**src/rtl/ws_mac_grid.sv**
```systemverilog
`timescale 1ns/1ps
module ws_mac_grid #(
  parameter int N  = 4,
  parameter int DW = 8,
  parameter int SW = 20
) (
  input  logic                 clk,
  input  logic                 rst_n,
  input  logic                 wt_we,
  input  logic [((N>1)?$clog2(N):1)-1:0] wt_row,
  input  logic [N*DW-1:0]      wt_data,
  input  logic                 x_valid,
  input  logic [N*DW-1:0]      x_data,
  output logic [N-1:0]         y_valid,
  output logic [N*SW-1:0]      y_data
);
  localparam int RW = (N > 1) ? $clog2(N) : 1;
  localparam int PW = 2 * DW;
  localparam int CW = $clog2(N + 3);

  logic signed [DW-1:0] wgt  [N][N];
  logic signed [DW-1:0] xsk  [N][N];
  logic signed [SW-1:0] psum [N][N];
  logic signed [SW-1:0] prd  [N][N];
  logic                 vld  [N][N];
  logic                 vin;
  logic                 busy;
  logic                 wr_ok;

  function automatic logic signed [SW-1:0] mul_ext(input logic signed [DW-1:0] a,
                                                   input logic signed [DW-1:0] b);
    logic signed [PW-1:0] p;
    p = PW'(a) * PW'(b);
    return SW'(p);
  endfunction

  always_comb begin
    for (int r = 0; r < N; r++)
      for (int c = 0; c < N; c++)
        prd[r][c] = mul_ext(wgt[r][c], xsk[r][r]);
  end

  always_comb begin
    busy = x_valid | vin;
    for (int r = 0; r < N - 1; r++)
      busy = busy | vld[r][0];
  end

  assign wr_ok = wt_we & ~busy;

  always_ff @(posedge clk or negedge rst_n) begin
    if (!rst_n) begin
      vin <= 1'b0;
      for (int r = 0; r < N; r++)
        for (int c = 0; c < N; c++) begin
          wgt[r][c]  <= '0;
          xsk[r][c]  <= '0;
          psum[r][c] <= '0;
          vld[r][c]  <= 1'b0;
        end
    end else begin
      vin <= x_valid;
      for (int r = 0; r < N; r++) begin
        xsk[r][0] <= x_data[r*DW +: DW];
        for (int d = 1; d < N; d++)
          xsk[r][d] <= xsk[r][d-1];
        for (int c = 0; c < N; c++)
          if (wr_ok && wt_row == RW'(r))
            wgt[r][c] <= wt_data[c*DW +: DW];
      end
      for (int c = 0; c < N; c++) begin
        psum[0][c] <= prd[0][c];
        vld[0][c]  <= vin;
      end
      for (int r = 1; r < N; r++)
        for (int c = 0; c < N; c++) begin
          psum[r][c] <= psum[r-1][c] + prd[r][c];
          vld[r][c]  <= vld[r-1][c];
        end
    end
  end

  for (genvar c = 0; c < N; c++) begin : g_out
    assign y_valid[c]          = vld[N-1][c];
    assign y_data[c*SW +: SW]  = psum[N-1][c];
  end

  logic [N*N*DW-1:0] wflat;
  always_comb begin
    for (int r = 0; r < N; r++)
      for (int c = 0; c < N; c++)
        wflat[(r*N+c)*DW +: DW] = wgt[r][c];
  end

  logic [CW-1:0] inflight;
  always_ff @(posedge clk or negedge rst_n) begin
    if (!rst_n) inflight <= '0;
    else if (x_valid && !y_valid[0]) inflight <= inflight + CW'(1);
    else if (!x_valid && y_valid[0]) inflight <= inflight - CW'(1);
  end

  AST_WEIGHTS_HELD: assert property (@(posedge clk) disable iff (!rst_n) busy |=> $stable(wflat));
  AST_COLS_AGREE: assert property (@(posedge clk) disable iff (!rst_n) (y_valid == '0) || (y_valid == '1));
  AST_NO_SPURIOUS: assert property (@(posedge clk) disable iff (!rst_n) y_valid[0] |-> inflight != '0);
  AST_DEPTH_BOUND: assert property (@(posedge clk) disable iff (!rst_n) inflight <= CW'(N + 1));
endmodule

```
**config.mk**
```make
export PLATFORM = sky130hd
export DESIGN_NAME = ws_mac_grid
export DESIGN_NICKNAME = d
export VERILOG_FILES = /design/src/rtl/ws_mac_grid.sv
export SDC_FILE = /design/constraint.sdc
export NUM_CORES = 2
export LEC_CHECK = 0
export BUFFER_PORTS_ARGS = -buffer_cell sky130_fd_sc_hd__clkbuf_2
export CORE_ASPECT_RATIO = 0.8
export CORE_MARGIN = 4
export CORE_UTILIZATION = 70
export CTS_CLUSTER_DIAMETER = 60
export DETAILED_ROUTE_END_ITERATION = 6
export HOLD_SLACK_MARGIN = 0.02
export PLACE_DENSITY_LB_ADDON = 0.2
export SYNTH_ARGS = -nofsm -noshare
export SYNTH_HDL_FRONTEND = slang
export SYNTH_SLANG_ARGS = --single-unit
```
**constraint.sdc**
```tcl
create_clock -name clk -period 13.05 [get_ports clk]
set_clock_uncertainty 0.2 [all_clocks]
set_input_delay 0.6525 -clock clk [delete_from_list [all_inputs] [get_ports clk]]
set_output_delay 0.6525 -clock clk [all_outputs]
set_load 0.05 [all_outputs]
```
Word level (Yosys, flattened, before mapping)
Index checks and enable logic that the tools add are counted.

Word-level logic and storage cells: 89. Bits of input ports: 70. Memories kept: 0. Register bits after elaboration: 517. Bits in writable memories: 0. Output and inout port bits: 84. ROM bits: 0. Latch bits: 0.

Div/mod/pow operators: 0. Reduce and logical (&&, ||, !) cells: 5. Bitwise gates (word level): 6. Multipliers: 16. Add/sub/neg operators: 12. Mux-type cells: 0. Shifts and indexed selects: 0. Equality and inequality tests: 3. Magnitude comparators: 0.

Operator list (number): multiplier 8 x 8 -> 16 bit (16); adder 20 x 16 -> 20 bit (8); adder 16 x 16 -> 17 bit (4); equality test 2 bit, second input constant (2); logical AND 1 bit (4); bitwise OR 1 bit (4); equality test 2 x 1 -> 1 bit, second input constant (1); zero test 2 bit (1); AND 1 bit (1); NOT 1 bit (1).

Logic depth before layout (Yosys ltp)
Depth in word-level cells: 7. Mapped depth: 21. Depth with buffers taken out: 20.

Least setup slack after synthesis
No wires, ideal clock.

Kind: register to register. From: reg wgt, in the netlist wflat[103]. To: reg psum, in the netlist y_data[19]. Path buffers: 0. Required time: 12.770 ns. Clock period less this slack: 5.473 ns. Cell stages (with the launch flop): 17. Data arrival time: 5.193 ns. Setup time: 0.080 ns. Slack: 7.577 ns. Cells stage by stage: dfrtp_1 -> and2_1 -> inv_1 -> fa_1 -> inv_1 -> fa_1 -> fa_1 -> fa_1 -> fa_1 -> ha_1 -> and3_1 -> a41oi_2 -> a31oi_2 -> a2111oi_0 -> o21bai_1 -> a21oi_1 -> xnor2_1.

Longest elaborated chain between the ends: 2.

RTL lines: start: declaration (RTL line 21) `logic signed [DW-1:0] wgt [N][N];`; start signal: indexed assignment (RTL line 69) `wgt[r][c] <= wt_data[c*DW +: DW];`; multiplier 8 x 8 -> 16 bit (RTL line 33) `p = PW'(a) * PW'(b);`; adder 20 x 16 -> 20 bit (RTL line 77) `psum[r][c] <= psum[r-1][c] + prd[r][c];`; end signal: indexed assignment (RTL line 72) `psum[0][c] <= prd[0][c];`; end signal: indexed assignment (RTL line 77); end: declaration (RTL line 23) `logic signed [SW-1:0] psum [N][N];`.

No other way between the ends. A chain may end at the register's enable or synchronous reset.

Final worst setup path
From: reg xsk[7] (netlist name). To: reg psum, in the netlist y_data[19].

Longest elaborated chain between the ends: 2.

RTL lines: start: declaration (RTL line 22) `logic signed [DW-1:0] xsk [N][N];`; start signal: indexed assignment (RTL line 64) `xsk[r][0] <= x_data[r*DW +: DW];`; start signal: indexed assignment (RTL line 66) `xsk[r][d] <= xsk[r][d-1];`; multiplier 8 x 8 -> 16 bit (RTL line 33); adder 20 x 16 -> 20 bit (RTL line 77).

No other way between the ends.

==> flow_summary.yaml <==
placed_design:
  post-place-ws_ns: 6.73
  place.gp.congestion: 0.891
  dp_hpwl_mm: 104
  io_buffer_count: 153
timing:
  period_needed_ns: 6.44
  finalSetupViolCount: 0
  rsz0062_at_grt: "false"
  finalCritPeriodShare: 0.493
  hold_viol_final: 0
  worstMarginPinSlew_ns: 1.33
  max_slew_margin: 0.112
  slew_viol_final: 0
  setup_tns_ns: 0
  postLayoutSetupSlackWorst_ns: 6.61
  clock.fmax_mhz: 155
floorplan:
  die_x_um: 347
  initial_core_util: 0.706
  io_pins: 154
  fp.dieH_um: 279
  core_area_mm2: 0.0913
  num_rows: 99
  die_area_mm2: 0.0970
power:
  p_leak_nw: 36.2
  powerDensity_mw_per_mm2: 209
  peakVddDrop_v: 0.000141
  total_power_mw: 14.3
status:
  status: "completed"
grt:
  first_global_vias: 43300
  grt.total_usage: 0.283
  grt_max_degree: 104
  grt-ovfl-total: 0
  grt_pass1_wl_mm: 222
  antenna_found_initial: 4
yosys:
  synth_top_area_cell: "fa_1"
  ys_top_cells_by_count: "inv_1 (1394), fa_1 (1212), ha_1 (632)"
  syn_nets: 8011
  yosysWarnings: 0
  synth_area_mm2: 0.0644
  synthArstFlopShare: 1.00
  syn-instance-count: 6097
  synth_seq_area_share: 0.196
  syn_area_per_cell_um2: 10.6
  synth_edf_count: 0
  synth_area_leaders: "fa_1 (38%), dfrtp_1 (20%), ha_1 (12%)"
  ys_ff_latch: 505
  yosysMostFrequentCell: "inv_1"
  synthFlopType: "dfrtp_1"
  yosysUniqueCellTypes: 73
  synth_top_area_share: 0.377
clocking:
  insertion_delay_ns: 0.66
  cts_buffer_depth: 3
  cts_buffers: 61
  cts.sinks: 505
  cts.repair.resized: 0
  cts_tree: "done"
  clk_pin_slew_ns: 0.06
  cts_hold_buf: 34
  root_buffer: "clkbuf_16"
  htreeDepth: 2
  cts_setup_buffers: 0
detailed_routing:
  firstDrtPassIters: 6
  drt_iter0_markers: 2611
  drt_wl_total_mm: 130
  vias: 40100
  ant_nets: 0
  drc: 0
  wl_per_cell_um: 17.5
  avgViaCountPerCell: 5.40
hold_path:
  holdCritStartpoint: "xsk[59]$_DFF_PN0_"
  holdPathEnd: "xsk[51]$_DFF_PN0_"
  hold_depth: 0
  min_path_type: "reg -> reg"
worst_setup_path:
  cp-end-kind: "flop"
  timing.rr.start: "xsk[7]$_DFF_PN0_"
  crit_fanout: 25
  reg2reg_slack_ns: 6.61
  r2r_cells: 15
  worstReg2RegEnd: "y_data[19]$_DFF_PN0_"
  cp.arrival_ns: 6.76
  timing.setup.critical_path_class: "reg -> reg"
  required_ns: 13.37
  critPathLaunchType: "flop"
layout:
  drive_gt1_frac: 0.0743
  final_net_count: 8066
  area_growth_pct: 6.03
run:
  max_cap_violations: 0
-- report_power, final --
group / switching, mW / total (mW) / internal, mW
Sequential: 0.371 / 2.54 / 2.16
Clock: 0.741 / 1.82 / 1.08
Combinational: 5.62 / 9.94 / 4.32
-- cell families (layout without fill, tap and decap cells) --
kind of cell	after synthesis	in the layout	share of synthesized area
mux	131	131	0.0229
xor+xnor	277	277	0.0377
flops	505	505	0.196
other cells	0	3	0
fa+ha+maj	1844	1844	0.499
simple gates	1348	1348	0.106
buf+inv	1623	1728	0.0995
compound gates	369	369	0.0379
-- through the flow --
stage                     cells   util  cell area [um2]  hold WS [ns]
after floorplan            6097      -            64400         0.131
after global placement     7267  0.721            65800         0.133
after CTS                  7414  0.748            68300         0.144
after detailed placement   7267  0.721            65800         0.135
after global routing       7414  0.748            68300         0.148
final                      7417  0.748            68300         0.142
-- area by class of cell --
class / instances / area, um2
Fill cell: 6221 / 23000
Clock inverter: 32 / 398
Multi-Input combinational cell: 3969 / 45400
Antenna cell: 3 / 7.51
Tap cell: 1212 / 1520
Timing Repair Buffer: 220 / 1360
Sequential cell: 505 / 12600
Inverter: 1395 / 5240
Clock buffer: 81 / 1760
-- sequential cells by signal, indices dropped and copies added (netlist names) --
signal   cells
y_valid      1
xsk         80
psum       212
y_data      80
vin          1
wflat      128
vld          3
-- worst max-delay path by stage --
stage,startpoint,to,slack (ns),cells past startpoint
3_5_place_dp,xsk[0]$_DFF_PN0_,y_data[57]$_DFF_PN0_,6.73,16
2_1_floorplan,wflat[103]$_DFFE_PN0P_,y_data[19]$_DFF_PN0_,7.58,16
6_report,xsk[7]$_DFF_PN0_,y_data[19]$_DFF_PN0_,6.61,15
5_1_grt,xsk[0]$_DFF_PN0_,y_data[57]$_DFF_PN0_,6.24,16
3_3_place_gp,xsk[7]$_DFF_PN0_,y_data[19]$_DFF_PN0_,6.85,15
4_1_cts,xsk[0]$_DFF_PN0_,y_data[57]$_DFF_PN0_,6.71,16
-- layer usage --
metal / GRT usage / part of all wire / vias to the layer above
met2: 0.433 / 0.44 / 1215
met4: 0.0535 / 0.018 / 0
met5: 0 / 0 / -
li1: - / - / 18300
met1: 0.435 / 0.46 / 20400
met3: 0.0548 / 0.079 / 155
-- cell usage in the layout, fill, tap and decap left out, types with 49 or more instances in the layout --
cell       instances
xnor2_1          237
inv_1           1394
nand2_1          431
nand2b_1          49
dfrtp_1          505
fa_1            1212
and2_1           543
a21oi_1          124
o21ai_0           54
ha_1             632
nor2_1           180
clkbuf_2         152
mux2_2           129
clkbuf_16         63
-- worst max-delay path: stages (launching register included) --
cell and delay, ns:
dfrtp_1 0.81, inv_1 0.76, fa_1 0.75, inv_1 0.06, fa_1 0.48, fa_1 0.56
fa_1 0.43, fa_1 0.45, ha_1 0.37, and3_1 0.23, a41oi_2 0.21, a31oi_2 0.19
a2111oi_0 0.41, o21bai_1 0.13, a21oi_1 0.19, xnor2_1 0.08
Note: power is estimated with default switching activity, not from simulation.
